[src/rtl/irq_arb_pkg.sv]
package irq_arb_pkg;
  localparam int GROUPS = 6;
  localparam int MEMBERS = 2;
  localparam int SRC = GROUPS * MEMBERS - 1;
  localparam int IDX_W = $clog2(SRC);
  localparam int LEVELS = 4;
  localparam int LVL_W = $clog2(LEVELS);
  localparam int FLAGS = 10;

  // flag positions
  localparam int F_XFER = 0;
  localparam int F_TICK = 1;
  localparam int F_WDOG = 2;
  localparam int F_SPI  = 3;
  localparam int F_COL0 = 4;
  localparam int F_COL1 = 5;
  localparam int F_LKR  = 6;
  localparam int F_LKF  = 7;
  localparam int F_WAKE = 8;
  localparam int F_BTN  = 9;

  // shared source lines
  localparam int S_SHARED_A = 3;
  localparam int S_SHARED_B = 7;
  localparam int S_SHARED_C = 10;

  typedef logic [LVL_W-1:0] lvl_t;
  typedef logic [IDX_W-1:0] idx_t;
endpackage

[src/rtl/irq_flag_bank.sv]
module irq_flag_bank
  import irq_arb_pkg::*;
(
  input  logic             clk,
  input  logic             rst_n,
  input  logic [FLAGS-1:0] set_i,
  input  logic             wr_en_i,
  input  logic [FLAGS-1:0] wr_data_i,
  output logic [FLAGS-1:0] flags_o,
  output logic             line_a_o,
  output logic             line_b_o,
  output logic             line_c_o
);
  logic [FLAGS-1:0] flags_q;

  always_ff @(posedge clk) begin
    if (!rst_n) flags_q <= '0;
    else        flags_q <= (wr_en_i ? (flags_q & wr_data_i) : flags_q) | set_i;
  end

  assign flags_o  = flags_q;
  assign line_a_o = flags_q[F_SPI] | flags_q[F_COL0] | flags_q[F_COL1];
  assign line_b_o = flags_q[F_LKR] | flags_q[F_LKF];
  assign line_c_o = flags_q[F_XFER] | flags_q[F_TICK] | flags_q[F_WDOG];
endmodule

[src/rtl/irq_level_picker.sv]
module irq_level_picker
  import irq_arb_pkg::*;
(
  input  logic [SRC-1:0]    act_i,
  input  logic [GROUPS-1:0] prio_lo_i,
  input  logic [GROUPS-1:0] prio_hi_i,
  output logic              any_o,
  output idx_t              idx_o,
  output lvl_t              lvl_o
);
  lvl_t cand;

  // ascending scan with strict compare: lowest index wins a tie
  always_comb begin
    any_o = 1'b0;
    idx_o = '0;
    lvl_o = '0;
    cand  = '0;
    for (int s = 0; s < SRC; s++) begin
      cand = {prio_hi_i[s / MEMBERS], prio_lo_i[s / MEMBERS]};
      if (act_i[s] && (!any_o || cand > lvl_o)) begin
        any_o = 1'b1;
        idx_o = IDX_W'(s);
        lvl_o = cand;
      end
    end
  end
endmodule

[src/rtl/irq_svc_stack.sv]
module irq_svc_stack
  import irq_arb_pkg::*;
(
  input  logic clk,
  input  logic rst_n,
  input  logic push_i,
  input  lvl_t push_lvl_i,
  input  logic pop_i,
  output logic busy_o,
  output lvl_t top_o
);
  logic [LEVELS-1:0] mask_q;
  logic [LEVELS-1:0] mask_d;

  always_comb begin
    top_o = '0;
    for (int l = 0; l < LEVELS; l++)
      if (mask_q[l]) top_o = LVL_W'(l);
  end

  assign busy_o = |mask_q;

  always_comb begin
    mask_d = mask_q;
    if (pop_i && busy_o) mask_d[top_o] = 1'b0;
    if (push_i)          mask_d[push_lvl_i] = 1'b1;
  end

  always_ff @(posedge clk) begin
    if (!rst_n) mask_q <= '0;
    else        mask_q <= mask_d;
  end
endmodule

[src/rtl/irq_group_arbiter.sv]
module irq_group_arbiter
  import irq_arb_pkg::*;
(
  input  logic              clk,
  input  logic              rst_n,
  input  logic [SRC-1:0]    req_i,
  input  logic [SRC-1:0]    src_en_i,
  input  logic              glob_en_i,
  input  logic [GROUPS-1:0] prio_lo_i,
  input  logic [GROUPS-1:0] prio_hi_i,
  input  logic [FLAGS-1:0]  flag_set_i,
  input  logic              flag_wr_en_i,
  input  logic [FLAGS-1:0]  flag_wr_data_i,
  output logic              grant_valid_o,
  input  logic              grant_ready_i,
  output logic [IDX_W-1:0]  grant_idx_o,
  output logic [LVL_W-1:0]  grant_level_o,
  input  logic              ret_i,
  output logic              svc_busy_o,
  output logic [LVL_W-1:0]  svc_level_o,
  output logic [FLAGS-1:0]  flags_o
);
  logic           line_a, line_b, line_c;
  logic [SRC-1:0] merged, act;
  logic           pick_any, win;
  idx_t           pick_idx;
  lvl_t           pick_lvl;
  logic           gv_q;
  idx_t           gi_q;
  lvl_t           gl_q;
  logic           accept;

  irq_flag_bank u_flags (
    .clk(clk), .rst_n(rst_n), .set_i(flag_set_i), .wr_en_i(flag_wr_en_i),
    .wr_data_i(flag_wr_data_i), .flags_o(flags_o),
    .line_a_o(line_a), .line_b_o(line_b), .line_c_o(line_c)
  );

  always_comb begin
    merged = req_i;
    merged[S_SHARED_A] = req_i[S_SHARED_A] | line_a;
    merged[S_SHARED_B] = req_i[S_SHARED_B] | line_b;
    merged[S_SHARED_C] = req_i[S_SHARED_C] | line_c;
  end

  assign act = merged & src_en_i & {SRC{glob_en_i}};

  irq_level_picker u_pick (
    .act_i(act), .prio_lo_i(prio_lo_i), .prio_hi_i(prio_hi_i),
    .any_o(pick_any), .idx_o(pick_idx), .lvl_o(pick_lvl)
  );

  assign win    = pick_any && (!svc_busy_o || pick_lvl > svc_level_o);
  assign accept = gv_q && grant_ready_i;

  always_ff @(posedge clk) begin
    if (!rst_n) begin
      gv_q <= 1'b0;
      gi_q <= '0;
      gl_q <= '0;
    end else if (!gv_q) begin
      gv_q <= win;
      if (win) begin
        gi_q <= pick_idx;
        gl_q <= pick_lvl;
      end
    end else if (grant_ready_i) begin
      gv_q <= 1'b0;
    end
  end

  irq_svc_stack u_svc (
    .clk(clk), .rst_n(rst_n), .push_i(accept), .push_lvl_i(gl_q),
    .pop_i(ret_i), .busy_o(svc_busy_o), .top_o(svc_level_o)
  );

  assign grant_valid_o = gv_q;
  assign grant_idx_o   = gi_q;
  assign grant_level_o = gl_q;
endmodule

[config.mk]
export PLATFORM = sky130hd
export DESIGN_NAME = irq_group_arbiter
export DESIGN_NICKNAME = d
export VERILOG_FILES = /design/src/rtl/irq_arb_pkg.sv /design/src/rtl/irq_flag_bank.sv /design/src/rtl/irq_level_picker.sv /design/src/rtl/irq_svc_stack.sv /design/src/rtl/irq_group_arbiter.sv
export SDC_FILE = /design/constraint.sdc
export NUM_CORES = 1
export LEC_CHECK = 0
export BUFFER_PORTS_ARGS = -buffer_cell sky130_fd_sc_hd__buf_4
export CAP_MARGIN = 30
export CORE_AREA = 2 2 67 69
export CTS_CLUSTER_SIZE = 16
export DETAILED_ROUTE_END_ITERATION = 16
export DIE_AREA = 0 0 69 71
export HOLD_SLACK_MARGIN = 0.1
export PLACE_DENSITY = 0.76
export SLEW_MARGIN = 20
export SYNTH_ARGS = -nofsm -noshare
export SYNTH_HDL_FRONTEND = slang
export SYNTH_SLANG_ARGS = --single-unit
[constraint.sdc]
create_clock -name clk -period 41.2 [get_ports clk]
set_input_delay 4.12 -clock clk [delete_from_list [all_inputs] [get_ports clk]]
set_output_delay 4.12 -clock clk [all_outputs]
set_load 0.005 [all_outputs]
* Word level (Yosys, flattened, before mapping)
Cells that the tools add are included.
** Storage, ports and cells
- Flip-flop bits (word level) :: 21
- Bits of input ports :: 60
- Output and inout port bits :: 20
- Logic and storage cells :: 119
** Cells by class
- $lt $le $gt $ge :: 15
- Mux-type cells :: 44
- Bitwise logic cells :: 16
- Reductions and logical operators :: 39
** Operators by type and width (count)
- 2-bit two-way mux :: 15
- 11-bit AND :: 2
- 2-bit greater-than comparator :: 11
- 4-bit two-way mux :: 5
- 1-bit two-way mux :: 17
- 1-bit logical AND :: 15
- 3-bit two-way mux :: 4
- 1-bit logical NOT :: 11
- 1-bit logical OR :: 11
- 10-bit AND :: 1
- 10-bit two-way mux :: 1
- 10-bit bitwise OR :: 1
- 1-bit bitwise OR :: 8
- 2-bit by 3-bit less-than comparator with 1-bit output, second input constant :: 2
- 4-bit AND :: 1
- 1-bit demux with 2-bit select :: 2
- 2-bit by 1-bit >= comparator with 1-bit output, second input constant :: 2
- 4-bit inverter :: 1
- 4-bit bitwise OR :: 1
- 4-bit OR reduction :: 1
- 2-bit AND reduction :: 1
- 1-bit inverter :: 1

* Longest topological paths before layout
Gate-level depths: netlist of the first run.
- Word-level depth :: 50
- Mapped depth :: 58
- Gate-level depth less buffers :: 57

* Modules after synthesis
Synthesis of the first run repeated with hierarchy kept, for this count alone.
** Second synthesis, totals
- Cell total of the unflattened synthesis :: 244
- Area total of the unflattened synthesis :: 1909.3 sq um
** By module, submodules not included
- irq_level_picker :: instances 1, cells an instance 129, area each 895.9 sq um, seq. area each 0.0 sq um
- irq_group_arbiter :: instances 1, cells an instance 51, area each 435.4 sq um, seq. area each 140.1 sq um
- irq_flag_bank :: instances 1, cells an instance 43, area each 384.1 sq um, seq. area each 200.2 sq um
- irq_svc_stack :: instances 1, cells an instance 21, area each 193.9 sq um, seq. area each 80.1 sq um

* Worst setup path after synthesis of the first run
OpenSTA, ideal clock, no wires.
- Path type :: input port to flip-flop
- Start :: input req_i[0]
- End :: register gi_q[2] (netlist: grant_idx_o[2])
- Library setup time :: 0.072 ns
- Data arrival time :: 15.691 ns
- Required time :: 41.128 ns
- Slack :: 25.437 ns
- Stages :: 56
- Path buffers :: 1
- Cell sequence :: a22o_1 and3_1 ha_1 o31a_1 a21o_1 o21ai_0 ha_1 o32a_1 a21o_1 a32oi_1 ha_1 nor2_1 o221ai_1 nand2_1 o21ai_0 ha_1 nor2_1 o21ai_0 [... 20 more ...] a22oi_1 a221o_1 o21a_1 ha_1 nand2_1 o21ai_0 a211o_1 or2_2 o31a_1 ha_1 nor2b_1 o21ai_0 a21oi_1 o21a_1 clkbuf_1 and2_1 o211ai_1 a21oi_1
** Between the ends
- Cells in the longest elaborated chain, start to end :: 47
- Elaborated cells on any way between the ends :: 75
- Classes of those cells :: 11 x order compare; 29 x mux; 2 x bitwise; 33 x reduce/logical
** RTL lines
- from (decl) :: line irq_group_arbiter.sv:6 : input logic [SRC-1:0] req_i,
- 11-bit AND * (2 in series) :: line irq_group_arbiter.sv:46 : assign act = merged & src_en_i & {SRC{glob_en_i}};
- 2-bit two-way mux / 1-bit two-way mux (equally long branches) :: line irq_level_picker.sv:21 : if (act_i[s] && (!any_o || cand > lvl_o)) begin
- 2-bit greater-than comparator / 1-bit logical NOT (equally long branches) :: line irq_level_picker.sv:21
- 1-bit logical OR :: line irq_level_picker.sv:21
- 1-bit logical AND :: line irq_level_picker.sv:21
- 2-bit two-way mux / 1-bit two-way mux (equally long branches) :: line irq_level_picker.sv:21
- 2-bit greater-than comparator / 1-bit logical NOT (equally long branches) :: line irq_level_picker.sv:21
- 1-bit logical OR :: line irq_level_picker.sv:21
- [... 31 more ...]
- 1-bit logical OR :: line irq_level_picker.sv:21
- 1-bit logical AND :: line irq_level_picker.sv:21
- 2-bit two-way mux * :: line irq_level_picker.sv:21
- named net pick_lvl[1] :: line irq_group_arbiter.sv:27 : lvl_t pick_lvl;
- 2-bit greater-than comparator * :: line irq_group_arbiter.sv:53 : assign win = pick_any && (!svc_busy_o || pick_lvl > svc_level_o);
- 1-bit logical OR * :: line irq_group_arbiter.sv:53
- 1-bit logical AND * :: line irq_group_arbiter.sv:53
- 2-bit AND reduction (no line) *
- to (signal assigned) :: line irq_group_arbiter.sv:64 : gi_q <= pick_idx;
- to (decl) :: line irq_group_arbiter.sv:29 : idx_t gi_q;
The timed path passes the listed nets; every way through them passes the cells marked *.
A chain may end at the register's enable or synchronous reset.

* Worst setup path after layout of the first run
Ends and elaborated chain as after synthesis.

==> flow_summary_export.csv, run 1 <==
group,metric,value,unit
run_status,status,"finished clean",
floorplanning,die_w,69,um
setup_path,critical_path.startpoint_type,"primary input",
timing,fin_crit,16.77,ns
clock_network,clk_pin_slew_worst_paths,0.08,ns
setup_path,ff2ff_setup_slack,29.58,ns
synthesis,async_flop_share,0,
clock_network,cts_setup_buffers,0,
synthesis,yosysSeqAreaShare,0.223,
grt,antenna_found_initial,0,
clock_network,cts_buffers,3,
clock_network,clock_tree.buffer_depth,2,
routing,vias,2161,
clock_network,h-tree-depth,1,
placement,place_area,0.00252,mm2
min_path,hold_end,"u_svc.mask_q[3]",
final_layout,finalInstanceArea,0.00257,mm2
clock_network,tritoncts,"built",
timing,slew_headroom,0.631,
grt,grt_pass1_wl,8730,um
setup_path,slowest_delay,0.41,ns
setup_path,worstPathRequired,41.37,ns
placement,gp_congestion,1.02,
synthesis,synth_cell_types,55,
final_layout,fillers,399,
grt,track_usage,0.208,
placement,place_hpwl,4200,um
placement,io_buffers,79,
min_path,hp-start,"u_svc.mask_q[3]",
routing,via_per_inst,5.60,
min_path,hold_path.class,"reg -> reg",
synthesis,synth_warnings,0,
final_layout,syn2layout_area_growth,36.5,%
floorplanning,die_h,71,um
synthesis,synth_area,0.00188,mm2
synthesis,postSynthAreaPerCell,7.38,um2
setup_path,critPathKind,"in -> reg",
timing,finalMaxSlewViolations,0,
grt,gr-total-overflow,0,
floorplanning,die_area,0.00490,mm2
setup_path,crit_fanout,9,
setup_path,timing.rr.start,"u_flags.flags_o[3]",
final_layout,final_nets,407,
floorplanning,start_util,0.448,
timing,rsz0062_at_grt,"false",
setup_path,arrival,16.94,ns
floorplanning,rows,24,
routing,first_pass_iters,4,
power,p_leak,1.22,nW
setup_path,timing.rr.end,"grant_idx_o[2]",
clock_network,clk_latency,0.25,ns
clock_network,root_buffer,"clkbuf_8",
timing,setup_tns,0,ns
timing,tightestPinTransition,0.549,ns
synthesis,postSynthCellCount,255,
timing,setup_viol_count_final,0,
synthesis,syn_nets,327,
floorplanning,pin_count,80,
floorplanning,core_area,0.00420,mm2
routing,drt_iter0_drc,118,
final_layout,n_antenna_cell,0,
min_path,hold_depth,2,
timing,fmax,59.6,MHz
timing,finalHoldViolCount,0,
final_layout,utilization,0.611,
power,ir_drop,0.0214,mV
setup_path,reg2regPathDepth,49,
setup_path,critical_path.most_common_cell,"ha_1",
routing,ant_nets,0,
grt,grt_pass1_vias,2017,
clock_network,cts_resized,0,
timing,min_period_over_period,0.407,
synthesis,ys_ff_latch,21,
setup_path,slowest_stage,"a221o_1",
routing,route.detailed.drc,0,
synthesis,synth-edff-count,0,
final_layout,layout-drive-gt1-share,0.299,
synthesis,synth_flop_cell,"dfxtp_1",
timing,fin_worst_skew,0.00436,ns
power,power_density,26.5,mW/mm2
routing,wl_per_cell,13.0,um
clock_network,cts_sinks,21,
clock_network,cts_hold_buf,0,
setup_path,cp-end-kind,"register",
routing,totalWireLength,5030,um
run,drv_cap,0,
grt,grt_max_degree,22,
-- routing by layer --
layer / vias up / wire (um) / global-route usage
met5: - / 0 / 0
met1: 974 / 2290 / 0.269
met3: 6 / 291 / 0.0285
li1: 1108 / - / -
met4: 0 / 67 / 0.0458
met2: 73 / 2380 / 0.370
-- logic make-up (layout without fill, tap and decap cells) --
family,after synthesis,in the layout,share of synthesized area
flip-flops,21,21,0.223
buffers and inverters,23,102,0.0472
AO/OA/AOI/OAI,94,94,0.353
adder cells (fa/ha/maj),14,14,0.0910
AND/OR/NAND/NOR,98,98,0.257
multiplexers,5,5,0.0286
-- synthesized netlist by cell type, types with 2 or more instances --
cell type	instances	area (um2)
a22o_1	3	26.3
nand2b_1	12	75.1
nor2_2	2	12.5
nor2_1	30	113
a21o_1	3	22.5
clkbuf_1	2	7.51
or2_2	3	18.8
o21ai_1	3	15.0
o41ai_1	2	17.5
o21a_1	4	30.0
inv_1	17	63.8
a211oi_1	3	22.5
nand2_1	23	86.3
ha_1	12	150
dfxtp_1	21	420
nand3_1	10	50.1
o211ai_1	3	22.5
and3_1	6	37.5
mux2_2	2	22.5
nor2b_1	3	18.8
o22ai_1	2	12.5
a22oi_1	5	37.5
o221ai_1	6	52.6
o31a_1	2	17.5
a21oi_1	25	125
or3_1	2	12.5
mux2i_1	2	20.0
and2_1	2	12.5
buf_2	2	10.0
o21ai_0	18	90.1
-- power by group --
part / switching, mW / total [mW] / internal (mW) / leakage [nW]
clock: 0.00629 / 0.0130 / 0.00671 / 0.0255
combinational: 0.0150 / 0.0305 / 0.0155 / 1.02
sequential: 0.00205 / 0.0245 / 0.0225 / 0.174
-- per-stage QoR --
| stage | setup slack [ns] | hold WS [ns] | power [mW] | instances |
|---|---|---|---|---|
| final | 24.43 | 0.489 | 0.0680 | 386 |
| after global routing | 23.66 | 0.525 | 0.0734 | 386 |
| after CTS | 24.50 | 0.489 | 0.0685 | 386 |
| after detailed placement | 24.27 | 0.479 | 0.0554 | 382 |
| after global placement | 24.57 | 0.464 | 0.0548 | 382 |
| after floorplan | 25.44 | 0.449 | 0.0430 | 255 |
-- cells in the final DEF (no fill, tap or decap), types with 4 or more instances in the layout --
master    synthesis  layout
and3_1            6       6
nand2b_1         12      12
nor2_1           30      30
nand3_1          10      10
o21ai_0          18      18
a22oi_1           5       5
inv_1            17      17
ha_1             12      12
a21oi_1          25      25
dfxtp_1          21      21
buf_4             0      79
o221ai_1          6       6
nand2_1          23      23
o21a_1            4       4
-- registers in the layout (all words and copies together), names as in the netlist --
name,cells
grant_idx_o,4
grant_level_o,2
grant_valid_o,1
u_flags.flags_o,10
u_svc.mask_q,4
-- how the worst max path moves through the flow --
| stage | startpoint | end | depth (start not counted) |
|---|---|---|---|
| finish | req_i[0] | grant_idx_o[2] | 56 |
| CTS | req_i[0] | grant_idx_o[2] | 56 |
| detailed placement | req_i[0] | grant_idx_o[2] | 56 |
| floorplan | req_i[0] | grant_idx_o[2] | 56 |
| global route | req_i[0] | grant_idx_o[2] | 55 |
| global placement | req_i[0] | grant_idx_o[2] | 56 |
-- critical path, delay by kind of cell --
| kind | cells | cell delay, ns |
|---|---|---|
| mux | 3 | 1.13 |
| compound gates | 30 | 6.51 |
| buf+inv | 1 | 0.12 |
| simple gates | 11 | 1.84 |
| fa+ha+maj | 11 | 3.21 |
-- area by class of cell --
cell class                 instances  area (um2)  share of cell area
sequential                        21         420               0.164
tap                               52        65.1              0.0253
clock buffer                       3        41.3              0.0161
inverter                          19        71.3              0.0278
multi-input combinational        211        1370               0.535
clock inverter                     1        5.00             0.00195
timing repair buffer              79         593               0.231
Power figures use the tool's default switching activity.
==> run 2: changes to the inputs <==
- clock period: 41.2 -> 15.8 ns (I/O delays scaled with it)
==> run 2 against run 1 <==
  * Count of clock-buffer cells in the layout stayed put
  * Clock skew is 0.0025 ns higher
  * Core utilization stayed put
  * Wire length grew 4.1%
  * Critical path type unchanged
  * Largest cell class unchanged
==> flow_summary_export.csv, run 2 (same netlist as run 1, synthesis figures left out) <==
group,metric,value,unit
min_path,hold_end,"u_svc.mask_q[0]",
final_layout,final_cell_mix,"79 x buf_4, 30 x nor2_1, 25 x a21oi_1, 23 x nand2_1, 21 x dfxtp_1",
timing,fin_crit,14.43,ns
setup_path,critical_path.startpoint_type,"primary input",
timing,finalMaxSlewViolations,0,
final_layout,syn2layout_area_growth,36.5,%
routing,totalWireLength,5230,um
placement,place_hpwl,4320,um
routing,via_per_inst,5.66,
final_layout,utilization,0.611,
clock_network,clock_tree.buffer_depth,2,
power,p_int,0.117,mW
timing,tightestPinTransition,0.558,ns
clock_network,tritoncts,"built",
power,ir_drop,0.0705,mV
power,p_clk_frac,0.189,
clock_network,cts_hold_buf,0,
clock_network,clk_latency,0.26,ns
grt,antenna_found_initial,0,
grt,track_usage,0.209,
power,sw_frac_of_total,0.347,
floorplanning,rows,24,
routing,vias,2184,
power,p_leak,1.22,nW
floorplanning,die_area,0.00490,mm2
timing,slew_headroom,0.625,
setup_path,cp-end-kind,"register",
setup_path,ff2ff_setup_slack,4.02,ns
setup_path,crit_fanout,9,
clock_network,clk_pin_slew_worst_paths,0.07,ns
grt,grt_pass1_vias,2020,
timing,min_period_over_period,0.914,
setup_path,critical_path.most_common_cell,"ha_1",
routing,drt_iter0_drc,92,
timing,layout_setup_ws,1.37,ns
setup_path,reg2regPathDepth,49,
timing,fin_worst_skew,0.00686,ns
final_layout,fillers,426,
run_status,status,"finished clean",
placement,io_buffers,79,
setup_path,slowest_stage,"a221o_1",
timing,setup_tns,0,ns
power,power.share.combinational,0.454,
final_layout,final_common_cell,"buf_4",
routing,ant_nets,0,
clock_network,cts_setup_buffers,0,
clock_network,h-tree-depth,1,
final_layout,final_nets,407,
floorplanning,pin_count,80,
min_path,hold_path.class,"reg -> reg",
placement,gp_congestion,0.875,
timing,finalHoldViolCount,0,
grt,gr-total-overflow,0,
clock_network,cts_buffers,3,
timing,rsz0062_at_grt,"false",
grt,grt_max_degree,22,
final_layout,layout-drive-gt1-share,0.299,
setup_path,critPathKind,"in -> reg",
run,drv_cap,0,
timing,setup_viol_count_final,0,
routing,route.detailed.drc,0,
timing,holdWs,0.481,ns
clock_network,root_buffer,"clkbuf_8",
final_layout,n_antenna_cell,0,
final_layout,largest_register_ffs,10,
min_path,hp-start,"u_svc.mask_q[0]",
setup_path,worstPathRequired,15.97,ns
placement,pre_cts_ws,1.26,ns
floorplanning,core_area,0.00420,mm2
grt,grt_pass1_wl,8660,um
clock_network,cts_sinks,21,
setup_path,timing.rr.start,"u_flags.flags_o[3]",
timing,fmax,69.3,MHz
power,p_seq_frac,0.357,
clock_network,cts_resized,0,
power,power_density,69.6,mW/mm2
floorplanning,die_w,69,um
floorplanning,die_h,71,um
setup_path,timing.rr.end,"grant_idx_o[2]",
power,total_power,0.179,mW
power,p_switching,0.0620,mW
min_path,hold_depth,2,
routing,wl_per_cell,13.6,um
setup_path,slowest_delay,0.41,ns
setup_path,arrival,14.61,ns
floorplanning,start_util,0.448,
final_layout,seq_area,420,um2
routing,first_pass_iters,4,
final_layout,multi_input_area,0.00137,mm2
-- run 2: cell counts in the layout (fill, tap and decap cells not counted) --
Identical to the previous run, type by type.
-- run 2: worst max path at each step --
stage | slack, ns | end | start | cells past startpoint
finish | 1.37 | grant_idx_o[2] | req_i[0] | 56
global route | 0.46 | grant_idx_o[2] | req_i[0] | 56
CTS | 1.49 | grant_idx_o[2] | req_i[0] | 56
detailed placement | 1.26 | grant_idx_o[2] | req_i[0] | 56
global placement | 1.62 | grant_idx_o[2] | req_i[0] | 56
floorplan | 2.58 | grant_idx_o[2] | req_i[0] | 56
-- run 2: power groups by stage --
| stage | combinational (mW) | clock, mW | sequential (mW) |
|---|---|---|---|
| final | 0.0812 | 0.0338 | 0.0638 |
| after global routing | 0.0907 | 0.0364 | 0.0645 |
| after CTS | 0.0811 | 0.0352 | 0.0637 |
| after detailed placement | 0.0807 | 0 | 0.0649 |
| after global placement | 0.0784 | 0 | 0.0649 |
| after floorplan | 0.0477 | 0 | 0.0643 |
-- run 2: cell type report --
class | instances | area share
multi-input cells | 211 | 0.535
repair buffers | 79 | 0.231
flip-flops and latches | 21 | 0.164
inverters | 19 | 0.0278
well taps | 52 | 0.0253
clock buffers | 3 | 0.0161
clock inverters | 1 | 0.00195
-- run 2: routing by layer --
metal	GRT usage	part of all wire	routed length [um]
met1	0.260	0.43	2250
met2	0.362	0.49	2580
met4	0.0675	0.0059	31
met5	0	0	0
met3	0.0427	0.072	378
-- run 2: worst max-delay path: cells and delay by family --
kind	cells	cell delay (ns)
adders and majority gates	11	3.22
and+or+nand+nor	11	1.85
AOI/OAI and AO/OA	30	6.67
muxes	3	1.14
buffers and inverters	1	0.12
-- run 2: metrics by stage --
step           area (um2)  std cells
2_1_floorplan        1880        255
3_3_place_gp         2520        382
3_5_place_dp         2520        382
4_1_cts              2570        386
5_1_grt              2570        386
6_report             2570        386
==> run 3: changes to the inputs <==
- BUFFER_PORTS_ARGS: -buffer_cell sky130_fd_sc_hd__buf_4 -> unset
- DONT_BUFFER_PORTS: unset -> 1
- PLACE_DENSITY: 0.76 -> unset
==> run 3 against run 2 <==
  * Clock power about the same
  * Largest cell class unchanged
  * Die area unchanged
  * Highest routed layer unchanged
  * Worst setup slack better by 0.25 ns
  * Fmax up 1.8%
  * Critical path type unchanged
  * Sequential share of layout area up 4.9 points
==> flow_summary_export.csv, run 3 (same netlist as run 1, synthesis figures left out) <==
group,metric,value,unit
setup_path,slowest_delay,0.42,ns
floorplanning,core_area,0.00420,mm2
routing,totalWireLength,4620,um
run_status,status,"finished clean",
timing,setup_viol_count_final,0,
placement,dp.cells,303,
final_layout,layout-drive-gt1-share,0.0784,
grt,grt_pass1_wl,7990,um
floorplanning,pin_count,80,
routing,dr_wl_met2,2120,um
timing,holdWs,0.485,ns
placement,io_buffers,0,
final_layout,instances_no_fill,307,
clock_network,cts_setup_buffers,0,
setup_path,cp-end-kind,"register",
final_layout,multi_input_area,0.00137,mm2
timing,fin_crit,14.18,ns
clock_network,clk_latency,0.25,ns
grt,grt_max_degree,22,
clock_network,cts_resized,0,
grt,grt_pass1_vias,1744,
routing,first_pass_iters,4,
routing,ant_nets,0,
timing,tightestPinTransition,0.552,ns
clock_network,h-tree-depth,1,
floorplanning,die_h,71,um
clock_network,cts_hold_buf,0,
timing,fmax,70.5,MHz
setup_path,worstPathRequired,15.97,ns
timing,finalMaxSlewViolations,0,
routing,via_per_inst,5.98,
routing,top_layer,"met4",
timing,fin_worst_skew,0.00192,ns
setup_path,arrival,14.35,ns
min_path,hold_path.class,"reg -> reg",
routing,wl_per_cell,15.0,um
routing,vias,1835,
routing,wl_met1,2210,um
setup_path,slowest_stage,"a221o_1",
timing,min_period_over_period,0.897,
setup_path,critical_path.startpoint_type,"primary input",
setup_path,crit_fanout,9,
power,power_density,78.7,mW/mm2
timing,slew_headroom,0.629,
final_layout,final_cell_mix,"30 x nor2_1, 25 x a21oi_1, 23 x nand2_1, 21 x dfxtp_1, 18 x o21ai_0",
final_layout,n_antenna_cell,0,
grt,track_usage,0.192,
routing,routed-wl-met3,264,um
floorplanning,die_w,69,um
final_layout,final_nets,328,
final_layout,seq_area,420,um2
final_layout,largest_register_ffs,10,
placement,gp_congestion,0.844,
floorplanning,die_area,0.00490,mm2
power,p_leak,0.829,nW
grt,antenna_found_initial,0,
final_layout,fillers,457,
final_layout,syn2layout_area_growth,4.92,%
clock_network,cts_sinks,21,
routing,route.detailed.drc,0,
clock_network,clock_tree.buffer_depth,2,
clock_network,cts_buffers,3,
grt,gr-total-overflow,0,
timing,finalHoldViolCount,0,
setup_path,critPathKind,"in -> reg",
clock_network,root_buffer,"clkbuf_8",
floorplanning,start_util,0.448,
power,ir_drop,0.0587,mV
clock_network,clk_pin_slew_worst_paths,0.07,ns
run,drv_cap,0,
routing,drt_iter0_drc,154,
placement,place_hpwl,3800,um
setup_path,critical_path.most_common_cell,"ha_1",
floorplanning,rows,24,
final_layout,final_common_cell,"nor2_1",
clock_network,tritoncts,"built",
timing,rsz0062_at_grt,"false",
timing,setup_tns,0,ns
-- run 3: changes by cell type in the layout (fill, tap and decap cells not counted) --
cell	change
clkbuf_1	+1
buf_4	-79
clkinv_2	-1
-- run 3: worst max-delay path: cells and delay by family --
family | cells | cell delay, ns
muxes | 3 | 1.13
adders and majority gates | 11 | 3.17
AOI/OAI and AO/OA | 30 | 6.60
and+or+nand+nor | 11 | 1.84
-- run 3: layout make-up --
type / count / share of cell area
Tap cell: 52 / 0.0329
Inverter: 19 / 0.0361
Multi-Input combinational cell: 211 / 0.695
Clock buffer: 4 / 0.0228
Sequential cell: 21 / 0.213
-- run 3: final timing paths --
check | startpoint | end | slack [ns] | cells past startpoint
max reg2reg | u_flags.flags_o[3] | grant_idx_o[2] | 4.13 | 49
min reg2reg | u_svc.mask_q[0] | u_svc.mask_q[0] | 0.49 | 2
min | u_svc.mask_q[0] | u_svc.mask_q[0] | 0.49 | 2
max | req_i[0] | grant_idx_o[2] | 1.62 | 55
-- run 3: layer usage --
metal,up-vias,track usage
met5,-,0
met4,0,0.0392
met3,2,0.0271
met2,53,0.316
met1,837,0.271
li1,943,-
-- run 3: report_power, final --
| part | leakage [nW] | switching [mW] | total, mW | internal [mW] |
|---|---|---|---|---|
| logic | 0.633 | 0.0318 | 0.0569 | 0.0251 |
| registers | 0.174 | 0.00630 | 0.0649 | 0.0586 |
| clock network | 0.0228 | 0.0158 | 0.0337 | 0.0179 |
-- run 3: stage by stage --
stage / power [mW] / worst slack, ns / utilization / area (um2)
floorplan: 0.112 / 2.58 / - / 1880
global placement: 0.122 / 1.62 / 0.459 / 1930
detailed placement: 0.123 / 1.54 / 0.459 / 1930
CTS: 0.158 / 1.71 / 0.470 / 1980
global route: 0.168 / 0.574 / 0.470 / 1980
finish: 0.156 / 1.62 / 0.470 / 1980
